<file path="config.mk">
export PLATFORM = sky130hd
export DESIGN_NAME = code_interp
export DESIGN_NICKNAME = d
export VERILOG_FILES = /design/src/rtl/interp_pkg.sv /design/src/rtl/slot_timer.sv /design/src/rtl/code_stage.sv /design/src/rtl/level_mux.sv /design/src/rtl/code_interp.sv
export SDC_FILE = /design/constraint.sdc
export NUM_CORES = 1
export LEC_CHECK = 0
export BUFFER_PORTS_ARGS = -buffer_cell sky130_fd_sc_hd__buf_2
export CORE_MARGIN = 2
export CORE_UTILIZATION = 45
export CTS_CLUSTER_DIAMETER = 100
export DETAILED_ROUTE_END_ITERATION = 10
export MAX_ROUTING_LAYER = met4
export PLACE_DENSITY = 0.7
export SLEW_MARGIN = 20
export SYNTH_ARGS = -nofsm -noshare
export SYNTH_HDL_FRONTEND = slang
export SYNTH_HIERARCHICAL = 1
export SYNTH_SLANG_ARGS = --single-unit
</file>
<file path="constraint.sdc">
create_clock -name clk -period 2.6 [get_ports clk]
set_clock_uncertainty 0.15 [all_clocks]
set_input_delay 0.39 -clock clk [delete_from_list [all_inputs] [get_ports clk]]
set_output_delay 0.39 -clock clk [all_outputs]
set_load 0.02 [all_outputs]
</file>
<file path="src/rtl/interp_pkg.sv">
package interp_pkg;
    localparam int CODE_W = 18;
    localparam int FRAC_W = 2;
    localparam int BASE_W = CODE_W - FRAC_W;
    localparam int SLOTS  = 1 << FRAC_W;

    typedef struct packed {
        logic [BASE_W-1:0] base;
        logic [FRAC_W-1:0] frac;
    } icode_t;

    // increment that sticks at the top code instead of wrapping
    function automatic logic [BASE_W-1:0] sat_inc(input logic [BASE_W-1:0] v);
        return (&v) ? v : v + BASE_W'(1);
    endfunction
endpackage

</file>
<file path="src/rtl/slot_timer.sv">
module slot_timer #(
    parameter int SLOT_CYCLES = 1250,
    localparam int CW = (SLOT_CYCLES > 1) ? $clog2(SLOT_CYCLES) : 1
) (
    input  logic                          clk,
    input  logic                          rst,
    output logic [CW-1:0]                 cyc_cnt,
    output logic [interp_pkg::FRAC_W-1:0] slot_idx,
    output logic                          period_end
);
    import interp_pkg::*;

    logic slot_end;

    assign slot_end   = (cyc_cnt == CW'(SLOT_CYCLES - 1));
    assign period_end = slot_end && (&slot_idx);

    always_ff @(posedge clk) begin
        if (rst) begin
            cyc_cnt  <= '0;
            slot_idx <= '0;
        end else if (slot_end) begin
            cyc_cnt  <= '0;
            slot_idx <= slot_idx + FRAC_W'(1);
        end else begin
            cyc_cnt  <= cyc_cnt + CW'(1);
        end
    end
endmodule

</file>
<file path="src/rtl/code_stage.sv">
module code_stage (
    input  logic                          clk,
    input  logic                          rst,
    input  logic                          load_valid,
    input  logic [interp_pkg::CODE_W-1:0] load_code,
    input  logic                          period_end,
    output interp_pkg::icode_t            act_code
);
    import interp_pkg::*;

    icode_t pend_code;
    icode_t next_pend;

    assign next_pend = load_valid ? icode_t'(load_code) : pend_code;

    always_ff @(posedge clk) begin
        if (rst) begin
            pend_code <= '0;
            act_code  <= '0;
        end else begin
            pend_code <= next_pend;
            if (period_end)
                act_code <= next_pend;
        end
    end
endmodule

</file>
<file path="src/rtl/level_mux.sv">
module level_mux (
    input  interp_pkg::icode_t               act_code,
    input  logic [interp_pkg::FRAC_W-1:0]    slot_idx,
    output logic [interp_pkg::BASE_W-1:0]    core_code,
    output logic                             hi_phase
);
    import interp_pkg::*;

    logic use_hi;

    assign use_hi    = (slot_idx < act_code.frac);
    assign hi_phase  = use_hi;
    assign core_code = use_hi ? sat_inc(act_code.base) : act_code.base;
endmodule

</file>
<file path="src/rtl/code_interp.sv">
module code_interp #(
    parameter int SLOT_CYCLES = 1250,
    localparam int CW = (SLOT_CYCLES > 1) ? $clog2(SLOT_CYCLES) : 1
) (
    input  logic                          clk,
    input  logic                          rst,
    input  logic                          load_valid,
    input  logic [interp_pkg::CODE_W-1:0] load_code,
    output logic [interp_pkg::BASE_W-1:0] core_code,
    output logic                          hi_phase
);
    import interp_pkg::*;

    logic [CW-1:0]     cyc_cnt;
    logic [FRAC_W-1:0] slot_idx;
    logic              period_end;
    icode_t            act_code;

    slot_timer #(.SLOT_CYCLES(SLOT_CYCLES)) u_timer (
        .clk        (clk),
        .rst        (rst),
        .cyc_cnt    (cyc_cnt),
        .slot_idx   (slot_idx),
        .period_end (period_end)
    );

    code_stage u_stage (
        .clk        (clk),
        .rst        (rst),
        .load_valid (load_valid),
        .load_code  (load_code),
        .period_end (period_end),
        .act_code   (act_code)
    );

    level_mux u_mux (
        .act_code   (act_code),
        .slot_idx   (slot_idx),
        .core_code  (core_code),
        .hi_phase   (hi_phase)
    );
endmodule

</file>
After elaboration in Yosys (flattened, before gate mapping)
Index checks and enable logic that the tools add are counted.

Register bits: 49. Input port bits: 21. Output and inout port bits: 17. Logic and storage cells: 18.

$add $sub $neg: 3. Magnitude comparators: 1. Eq/ne operators: 1. Multiplexer cells: 3. Reduce and logical (&&, ||, !) cells: 4.

Operators by type and width (number): 16-bit 2-to-1 mux (2); 18-bit 2-to-1 mux (1); 16-bit by 1-bit adder with 16-bit output (second input constant) (1); 16-bit AND reduction (1); 11-bit by 1-bit adder with 11-bit output (second input constant) (1); 11-bit equality test (second input constant) (1); 2-bit by 1-bit adder with 2-bit output (second input constant) (1); 2-bit < comparator (1); 2-bit AND reduction (1); 2-bit OR reduction (1); 1-bit logical AND (1).

Depth between registers and ports, before layout
Gate-level depths: netlist of the first run.

Depth after elaboration: 3. Mapped depth: 9. Gate-level depth less buffers: 7.

Hierarchy
The synthesis of the first run kept the hierarchy.

By module, submodules not included: code_stage (instances 1, cells each 118, area each 1237.4 um2); slot_timer (instances 1, cells each 66, area each 644.4 um2); level_mux (instances 1, cells each 61, area each 457.9 um2).

Worst setup path before layout of the first run
No wires, ideal clock.

Path kind: reg2out. Start point: register, netlist name u_stage/act_code[2]. End point: output port core_code[10] (netlist bit). Data arrival time: 1.698 ns. Required time: 2.060 ns. Slack: 0.362 ns. Stages on the path, launching flop included: 6. Buffers on the path: 0. Cells stage by stage: dfxtp_1 ha_1 nand4_2 a211oi_2 nand4_1 xnor2_1.

Cells in the longest elaborated chain, start to end: 3.

RTL lines: 16-bit by 1-bit adder with 16-bit output or 16-bit AND reduction (tied branches) (RTL line interp_pkg.sv:14) `return (&v) ? v : v + BASE_W'(1);`; 16-bit 2-to-1 mux * (RTL line interp_pkg.sv:14); 16-bit 2-to-1 mux * (RTL line level_mux.sv:13) `assign core_code = use_hi ? sat_inc(act_code.base) : act_code.base;`; end, declared (RTL line code_interp.sv:9) `output logic [interp_pkg::BASE_W-1:0] core_code,`.

Every way passes the cells marked *; elsewhere a longest branch is shown, timed or not.

Worst setup path in the final report of the first run
Start point: register, netlist name u_stage/act_code[10]. End point: output port core_code[15] (netlist bit).

Cells in the longest elaborated chain, start to end: 3.

RTL lines (RTL line): 16-bit by 1-bit adder with 16-bit output or 16-bit AND reduction (tied branches) (interp_pkg.sv:14); 16-bit 2-to-1 mux * (interp_pkg.sv:14); 16-bit 2-to-1 mux * (level_mux.sv:13).

Marks and branches as above.

==> results of run 1 <==
==> state kept, by name, indices dropped and copies added (netlist names) <==
register / count
u_stage/act_code: 18
u_stage/pend_code: 18
u_timer/cyc_cnt: 11
u_timer/slot_idx: 2
==> layer usage <==
| layer | track usage | vias up | wire (um) |
|---|---|---|---|
| li1 | - | 963 | - |
| met1 | 0.2138 | 862 | 2248 |
| met2 | 0.2652 | 33 | 2152 |
| met3 | 0.03436 | 7 | 168 |
| met4 | 0.06909 | 0 | 72 |
| met5 | - | - | 0 |
==> how the worst min path moves through the flow <==
stage	from	end	cells after the start
floorplan	u_timer/cyc_cnt[0]	u_timer/cyc_cnt[0]	1
global placement	u_timer/slot_idx[1]	u_timer/slot_idx[1]	2
detailed placement	u_timer/slot_idx[1]	u_timer/slot_idx[1]	2
CTS	rst	u_stage/act_code[4]	2
global route	rst	u_stage/act_code[4]	2
finish	rst	u_stage/act_code[4]	2
==> where the power goes <==
group | internal [mW] | switching, mW
Clock | 0.313 | 0.233
Combinational | 0.0371 | 0.0486
Sequential | 0.769 | 0.00874
Total | 1.12 | 0.290
==> cell families (layout without fill, tap and decap cells) <==
logic type,after synthesis,count (layout),share of synthesized area
XOR/XNOR,14,14,0.05241
adder cells (fa/ha/maj),5,5,0.02674
buffers and inverters,16,59,0.04118
multiplexers,22,22,0.09572
AO/OA/AOI/OAI,40,40,0.1305
flip-flops,49,49,0.4193
AND/OR/NAND/NOR,99,99,0.2342
==> what timing repair did <==
item,4_1_cts,5_1_grt
hold buffers,0,0
buffers inserted,1,1
resized for setup,5,16
endpoints found under the setup margin,12,8
pin swaps,3,3
==> final cells by class <==
| class | instances | area, um2 |
|---|---|---|
| Fill cell | 484 | 2275 |
| Multi-Input combinational cell | 180 | 1311 |
| Sequential cell | 49 | 996.0 |
| Timing Repair Buffer | 46 | 270.3 |
| Tap cell | 70 | 87.58 |
| Clock buffer | 7 | 86.33 |
| Clock inverter | 1 | 30.03 |
| Inverter | 5 | 18.77 |
==> placed cells by master, fill, tap and decap left out, types with 2 or more instances in the layout <==
| cell | instances |
|---|---|
| or4_1 | 4 |
| dfxtp_1 | 39 |
| nor2b_1 | 2 |
| nor3_1 | 2 |
| a21oi_1 | 9 |
| o21ai_0 | 3 |
| nor2_1 | 45 |
| inv_1 | 5 |
| mux2_1 | 3 |
| dfxtp_2 | 9 |
| nand4b_1 | 3 |
| nand3_1 | 11 |
| a211oi_1 | 18 |
| xor2_1 | 6 |
| clkbuf_8 | 6 |
| buf_4 | 10 |
| xnor2_1 | 8 |
| and2_1 | 2 |
| ha_4 | 2 |
| nand4_1 | 6 |
| mux2i_1 | 19 |
| ha_1 | 3 |
| o31ai_1 | 3 |
| and3_1 | 2 |
| nand2_1 | 9 |
| a31oi_1 | 3 |
| or3_1 | 3 |
| buf_2 | 35 |
==> critical path, cell delays in order (launching register included) <==
cell     delay, ns
dfxtp_1       0.43
nand4_1       0.23
nor3_1        0.38
nand3_1       0.15
mux2_1        0.35
buf_2         0.17
==> flow_summary.ini, run 1 <==
[status]
status = complete, no violations

[floorplanning]
start_util = 0.4610
core_area_um2 = 5075
die_height_um = 76.11
ios = 38
die_width_um = 76.11
rows = 26
die-area_um2 = 5792

[yosys]
yosysSeqAreaShare = 0.4193
syn_area_um2 = 2340
synthCells = 245
ys_async_sr_fraction = 0
synth-main-ff-cell = dfxtp_1
synth_top_area_cell = dfxtp_1
synth_cell_types = 41
synth_top_cells_by_count = dfxtp_1 (49), nor2_1 (45), mux2i_1 (19), a211oi_1 (18), nand3_1 (11)
yosysMostFrequentCell = dfxtp_1
synth_seq_cells = 49
synth_edf_count = 0
synth_nets = 271
synthTopCellsByArea = dfxtp_1 (42%), mux2i_1 (8.1%), nor2_1 (7.2%)
synth_top_area_frac = 0.4193
ys_warn_count = 6
avgSynthCellArea_um2 = 9.550

[timing]
fin_hold_ws_ns = 0.1712
finalSetupViolCount = 0
timing.final.crit_period_ns = 2.540
finalHoldViolCount = 0
worst_pin_slew_ns = 0.5609
setup_tns_ns = 0
final_max_slew_viol_count = 0
post-route-period-util = 0.9769
relSlewSlack = 0.6260
fin_ws_ns = 0.06014
clock.fmax_mhz = 393.7
rsz0062_at_grt = yes

[clocking]
cts_tree = built
cts_root_buf = clkbuf_8
cts.sink_count = 49
cts_max_level = 2
clk_path_buf_depth = 2
path_clk_slew_ns = 0.08
cts_buffers = 5
clock_latency_ns = 0.29

[detailed_routing]
wire_per_inst_um = 12.96
finalWirelength_mm = 4.641
drtIter0Drc = 66
antenna_left = 0
viasPerCell = 5.209
dr.pass1.iters = 4
vias = 1865
drc = 0

[placed_design]
place_area_um2 = 2600
port_buffers = 37
hpwl_mm = 3.356
place.gp.congestion = 0.8558
place_ws_ns = 0.1982
place_inst = 348

[global_route]
globalRouteOverflowTotal = 0
grt_max_degree = 35
grt_pass1_vias = 1702
grt_pass1_wl_mm = 7.748
grt_use_total = 0.1687
grt_antenna_before_repair = 0

[run]
drv_cap = 0

[worst_setup_path]
cp.required_ns = 2.06
worst_r2r_path_depth = 8
critPathKind = reg -> out
reg2reg_to = u_stage/act_code[16]
crit_end = core_code[15]
startpoint = u_stage/act_code[10]
start_kind = register
crit_fanout = 6
worstReg2RegStart = u_timer/cyc_cnt[1]
cp.arrival_ns = 2.00
crit_path_end_kind = primary output
r2r_slack_ns = 0.31

[power]
p_leak_nw = 1.121
p_per_area_nw_per_um2 = 503.3
finalPower_mw = 1.409
ir_worst_vdd_uv = 379.9

[layout]
fin_nets = 313
diodes = 0
layout-drive-gt1-share = 0.2604
fin_cells = 358
final_core_util = 0.5518
stdcell_area_um2 = 2800
syn_to_final_growth_pct = 19.68

[worst_hold_path]
hp-class = in -> reg
No activity file was read; power rests on OpenSTA's default activity.
==> run 2: changes to the inputs <==
Settings changed: CORE_MARGIN 2 to 4, REMOVE_ABC_BUFFERS set to 1.
==> run 2 against run 1 <==
Net effect: maximum frequency shrank 0.19%; critical path type unchanged; largest power group unchanged; register-to-register slack gained 0.04 ns; combinational power shrank 5.0%; highest routed layer unchanged; clock power shrank 18%; critical path depth grew 1; cell area shrank 0.76%; clock-buffer cell count is the same.
==> flow_summary.ini, run 2 (synthesis gave the netlist of run 1 again) <==
[status]
status = complete, no violations

[timing]
worst_pin_slew_ns = 0.5562
post-route-period-util = 0.9787
rsz0062_at_grt = yes
fin_ws_ns = 0.05531
clock.fmax_mhz = 393.0
relSlewSlack = 0.6292
final_max_slew_viol_count = 0
finalSetupViolCount = 0
setup_tns_ns = 0
timing.final.crit_period_ns = 2.545
finalHoldViolCount = 0
fin_hold_ws_ns = 0.1990

[power]
ir_worst_vdd_uv = 258.8
p_leak_nw = 1.114
finalPower_mw = 1.308
p_per_area_nw_per_um2 = 470.6

[detailed_routing]
drtIter0Drc = 64
drc = 0
viasPerCell = 5.239
finalWirelength_mm = 4.735
wire_per_inst_um = 13.34
antenna_left = 0
dr.pass1.iters = 4
vias = 1860

[layout]
final_core_util = 0.5695
multiInputGateArea_um2 = 1321
stdcell_area_um2 = 2779
diodes = 0
layout-drive-gt1-share = 0.2743
fin_nets = 314
layout_common_cells = nor2_1 (44), dfxtp_1 (39), buf_2 (36)
syn_to_final_growth_pct = 18.77
layout_commonest_cell = nor2_1
fillers = 463
fin_cells = 355
top_regs = u_stage/act_code x18, u_stage/pend_code x18, u_timer/cyc_cnt x11
regArea_um2 = 993.5

[global_route]
grt_use_total = 0.1641
grt_max_degree = 35
globalRouteOverflowTotal = 0
grt_antenna_before_repair = 0
grt_pass1_wl_mm = 8.121
grt_pass1_vias = 1839

[clocking]
clk_path_buf_depth = 2
cts_root_buf = clkbuf_8
clock_latency_ns = 0.30
cts_max_level = 2
cts_hold_repair.buffers = 0
cts.sink_count = 49
path_clk_slew_ns = 0.08
cts_tree = built
cts_buffers = 5

[floorplanning]
start_util = 0.4795
die_height_um = 80.11
die_width_um = 80.11
ios = 38
rows = 25
core_area_um2 = 4880
die-area_um2 = 6417

[worst_setup_path]
cp.arrival_ns = 2.00
crit_path_end_kind = primary output
cp.required_ns = 2.06
r2r_slack_ns = 0.35
start_kind = register
crit_fanout = 7
critPathKind = reg -> out

[placed_design]
hpwl_mm = 3.216
place.gp.congestion = 0.8363
place_area_um2 = 2581
port_buffers = 37
place_ws_ns = 0.2337
place_inst = 343

[worst_hold_path]
hp-class = in -> reg

[run]
drv_cap = 0
run 2: metal layers:
layer,up-vias,routed length (um),GRT usage
met5,-,0,-
met4,0,76,0.06588
met3,7,212,0.03924
met2,39,2143,0.2608
met1,845,2302,0.2007
li1,969,-,-
run 2: worst max-delay path, stage by stage (launching register included):
cell and delay [ns]:
dfxtp_1 0.34, nand2b_2 0.23, a2111oi_4 0.35, buf_4 0.19, nand3_1 0.11, mux2_4 0.32
buf_4 0.16
run 2: worst paths after layout:
check | endpoint | cells past startpoint | from
worst min-delay path | u_stage/pend_code[3] | 3 | load_code[3]
worst max-delay path | core_code[15] | 6 | u_timer/slot_idx[0]
worst min register to register | u_stage/pend_code[1] | 2 | u_stage/pend_code[1]
worst max register to register | u_stage/act_code[3] | 7 | u_timer/cyc_cnt[0]
run 2: power by group:
part / switching [mW] / internal [mW]
Sequential: 0.00899 / 0.770
Combinational: 0.0456 / 0.0359
Clock: 0.236 / 0.211
run 2: area by class of cell:
class,count,area share
inverters,5,0.006754
multi-input cells,180,0.4755
clock buffers,7,0.03107
flip-flops and latches,49,0.3575
repair buffers,47,0.09905
well taps,67,0.03017
run 2: repair_timing:
action | CTS | global route
hold endpoints to repair | 0 | 0
setup buffers | 2 | 3
setup endpoints to repair | 11 | 13
pin swaps | 3 | 3
gates resized for setup | 7 | 14
==> run 3: changes to the inputs <==
Settings changed: CAP_MARGIN set to 0, SYNTH_HIERARCHICAL 1 to not set.
==> run 3 against run 2 <==
Net effect: the flow now finishes with violations (negative setup slack); core utilization increased by 1.8 points; first-iteration DRC count increased by 31%; sequential cell count unchanged; wire length decreased by 3.7%; clock-buffer cell count unchanged; register-to-register slack improved by 0.32 ns; sequential share of layout area decreased by 1.3 points; worst hold slack improved by 0.018 ns; clock power increased by 7.8%; critical path depth increased by 2; area after synthesis decreased by 0.32%; combinational power decreased by 3.7%; critical path type unchanged; critical endpoint is now core_code[1]; highest routed layer unchanged.
==> flow_summary.ini, run 3 <==
[power]
p_leak_nw = 1.171
p_int_mw = 1.043
finalPower_mw = 1.338
seq_power_share = 0.581
p_per_area_nw_per_um2 = 466.7
p_sw_mw = 0.2958
p_sw_frac = 0.2210
combPwrFrac = 0.059
p_clk_frac = 0.361
ir_worst_vdd_uv = 296.1

[layout]
final_core_util = 0.5877
fin_nets = 312
layout_common_cells = nor2_1 (53), dfxtp_1 (45), buf_2 (30)
top_regs = u_stage.act_code x18, u_stage.pend_code x18, u_timer.cyc_cnt x11
syn_to_final_growth_pct = 22.96
stdcell_area_um2 = 2868
diodes = 0
layout_commonest_cell = nor2_1
fin_cells = 354
layout-drive-gt1-share = 0.3171

[timing]
final_max_slew_viol_count = 0
worst_pin_slew_ns = 0.5835
finalSetupViolCount = 2
fin_hold_ws_ns = 0.2168
relSlewSlack = 0.6110
timing.final.crit_period_ns = 2.629
finalHoldViolCount = 0
post-route-period-util = 1.011
setup_tns_ns = -0.03355
rsz0062_at_grt = yes
fin_ws_ns = -0.02865
clock.fmax_mhz = 380.4

[clocking]
clock_latency_ns = 0.29
cts.sink_count = 49
cts_buffers = 5
cts_hold_repair.buffers = 0
clk_path_buf_depth = 2
path_clk_slew_ns = 0.09
cts_max_level = 2
cts_root_buf = clkbuf_8
cts_tree = built

[placed_design]
place_area_um2 = 2595
port_buffers = 37
hpwl_mm = 3.206
place.gp.congestion = 0.8297
place_inst = 340
place_ws_ns = 0.07194

[detailed_routing]
antenna_left = 0
drc = 0
viasPerCell = 5.082
vias = 1799
finalWirelength_mm = 4.558
drtIter0Drc = 84
dr.pass1.iters = 4
wire_per_inst_um = 12.88

[status]
violations = negative setup slack
status = finished with violations

[yosys]
synth_top_cells_by_count = nor2_1 (54), dfxtp_1 (49), mux2i_1 (21), a211oi_2 (12), xor2_1 (12)
synthTopCellsByArea = dfxtp_1 (42%), mux2i_1 (9.0%), nor2_1 (8.7%)
synthCells = 239
yosysSeqAreaShare = 0.4206
synth_compound_area_frac = 0.1363
syn_area_um2 = 2332
synthMuxAreaShare = 0.09496
synthAdderAreaFrac = 0.02682
ys_async_sr_fraction = 0
synth_cell_types = 35
ys_warn_count = 0
avgSynthCellArea_um2 = 9.758
synth_seq_cells = 49
synth-main-ff-cell = dfxtp_1
synth_top_family_by_area = simple AND/OR/NAND/NOR gates
synth_top_area_frac = 0.4206
yosys.area_share.simple = 0.2135
synth_xor_xnor_area_share = 0.07135
yosysMostFrequentCell = nor2_1
synth_edf_count = 0
synth_top_area_cell = dfxtp_1

[worst_hold_path]
hp-class = in -> reg

[worst_setup_path]
start_kind = register
crit_path_end_kind = primary output
cp.required_ns = 2.06
cp.arrival_ns = 2.09
critPathKind = reg -> out
crit_fanout = 7

[floorplanning]
rows = 25
ios = 38
start_util = 0.4779
die-area_um2 = 6398
core_area_um2 = 4880
die_width_um = 79.99
die_height_um = 79.99

[global_route]
globalRouteOverflowTotal = 0
grt_use_total = 0.1517
grt_pass1_vias = 1834
grt_pass1_wl_mm = 7.665
grt_max_degree = 21
grt_antenna_before_repair = 0

[run]
drv_cap = 0
-- run 3: cell types whose count changed in the layout (fill, tap and decap cells not counted), moves of 6 or more --
cell,change
a211oi_1,-12
a211oi_2,+12
nor2_1,+9
buf_4,+7
dfxtp_2,-7
buf_2,-6
dfxtp_1,+6
xor2_1,+6
-- run 3: power by group through the flow --
stage               logic (mW)  registers [mW]  clock network, mW
floorplan               0.0394           0.794                  0
global placement        0.0770           0.795                  0
detailed placement      0.0789           0.796                  0
CTS                     0.0793           0.779              0.495
global route            0.0898           0.780              0.527
finish                  0.0784           0.777              0.483
-- run 3: cell families (layout without fill, tap and decap cells) --
logic type | after synthesis | count (layout)
AO/OA/AOI/OAI | 31 | 31
XOR/XNOR | 19 | 19
adder cells (fa/ha/maj) | 5 | 5
buffers and inverters | 17 | 65
flip-flops | 49 | 49
multiplexers | 22 | 22
AND/OR/NAND/NOR | 96 | 96
-- run 3: area by class of cell --
cell class | count | area [um2]
timing repair buffer | 50 | 311.5
inverter | 7 | 26.28
tap | 67 | 83.83
clock buffer | 7 | 96.34
sequential | 49 | 988.4
fill | 442 | 2012
multi-input combinational | 173 | 1356
clock inverter | 1 | 5.005
-- run 3: layer usage --
layer	track usage	vias up	part of all wire
met5	-	-	0
met4	0.05743	0	0.017
met3	0.02483	9	0.034
met2	0.2525	37	0.47
met1	0.1840	818	0.48
li1	-	935	-
-- run 3: worst paths after layout --
| check | end | startpoint | cells after the start | slack (ns) |
|---|---|---|---|---|
| setup / recovery | core_code[1] | u_stage.act_code[3] | 8 | -0.03 |
| hold / removal | u_stage.pend_code[13] | load_code[13] | 3 | 0.22 |
| setup reg to reg | u_timer.cyc_cnt[6] | u_timer.cyc_cnt[4] | 4 | 0.67 |
| hold reg to reg | u_timer.cyc_cnt[0] | u_timer.cyc_cnt[0] | 1 | 0.34 |
-- run 3: worst max-delay path, stage by stage (launching register included) --
cell,delay (ns)
dfxtp_4,0.38
ha_4,0.14
nand4_1,0.11
buf_6,0.15
nor4_4,0.35
buf_6,0.18
nor2_4,0.04
mux2_4,0.31
buf_6,0.13
-- run 3: timing repair --
| action | in CTS | in global routing |
|---|---|---|
| pin swaps | 4 | 2 |
| setup buffers | 2 | 4 |
| endpoints found under the setup margin | 16 | 12 |
| resized for setup | 8 | 23 |
| hold endpoints to repair | 0 | 0 |
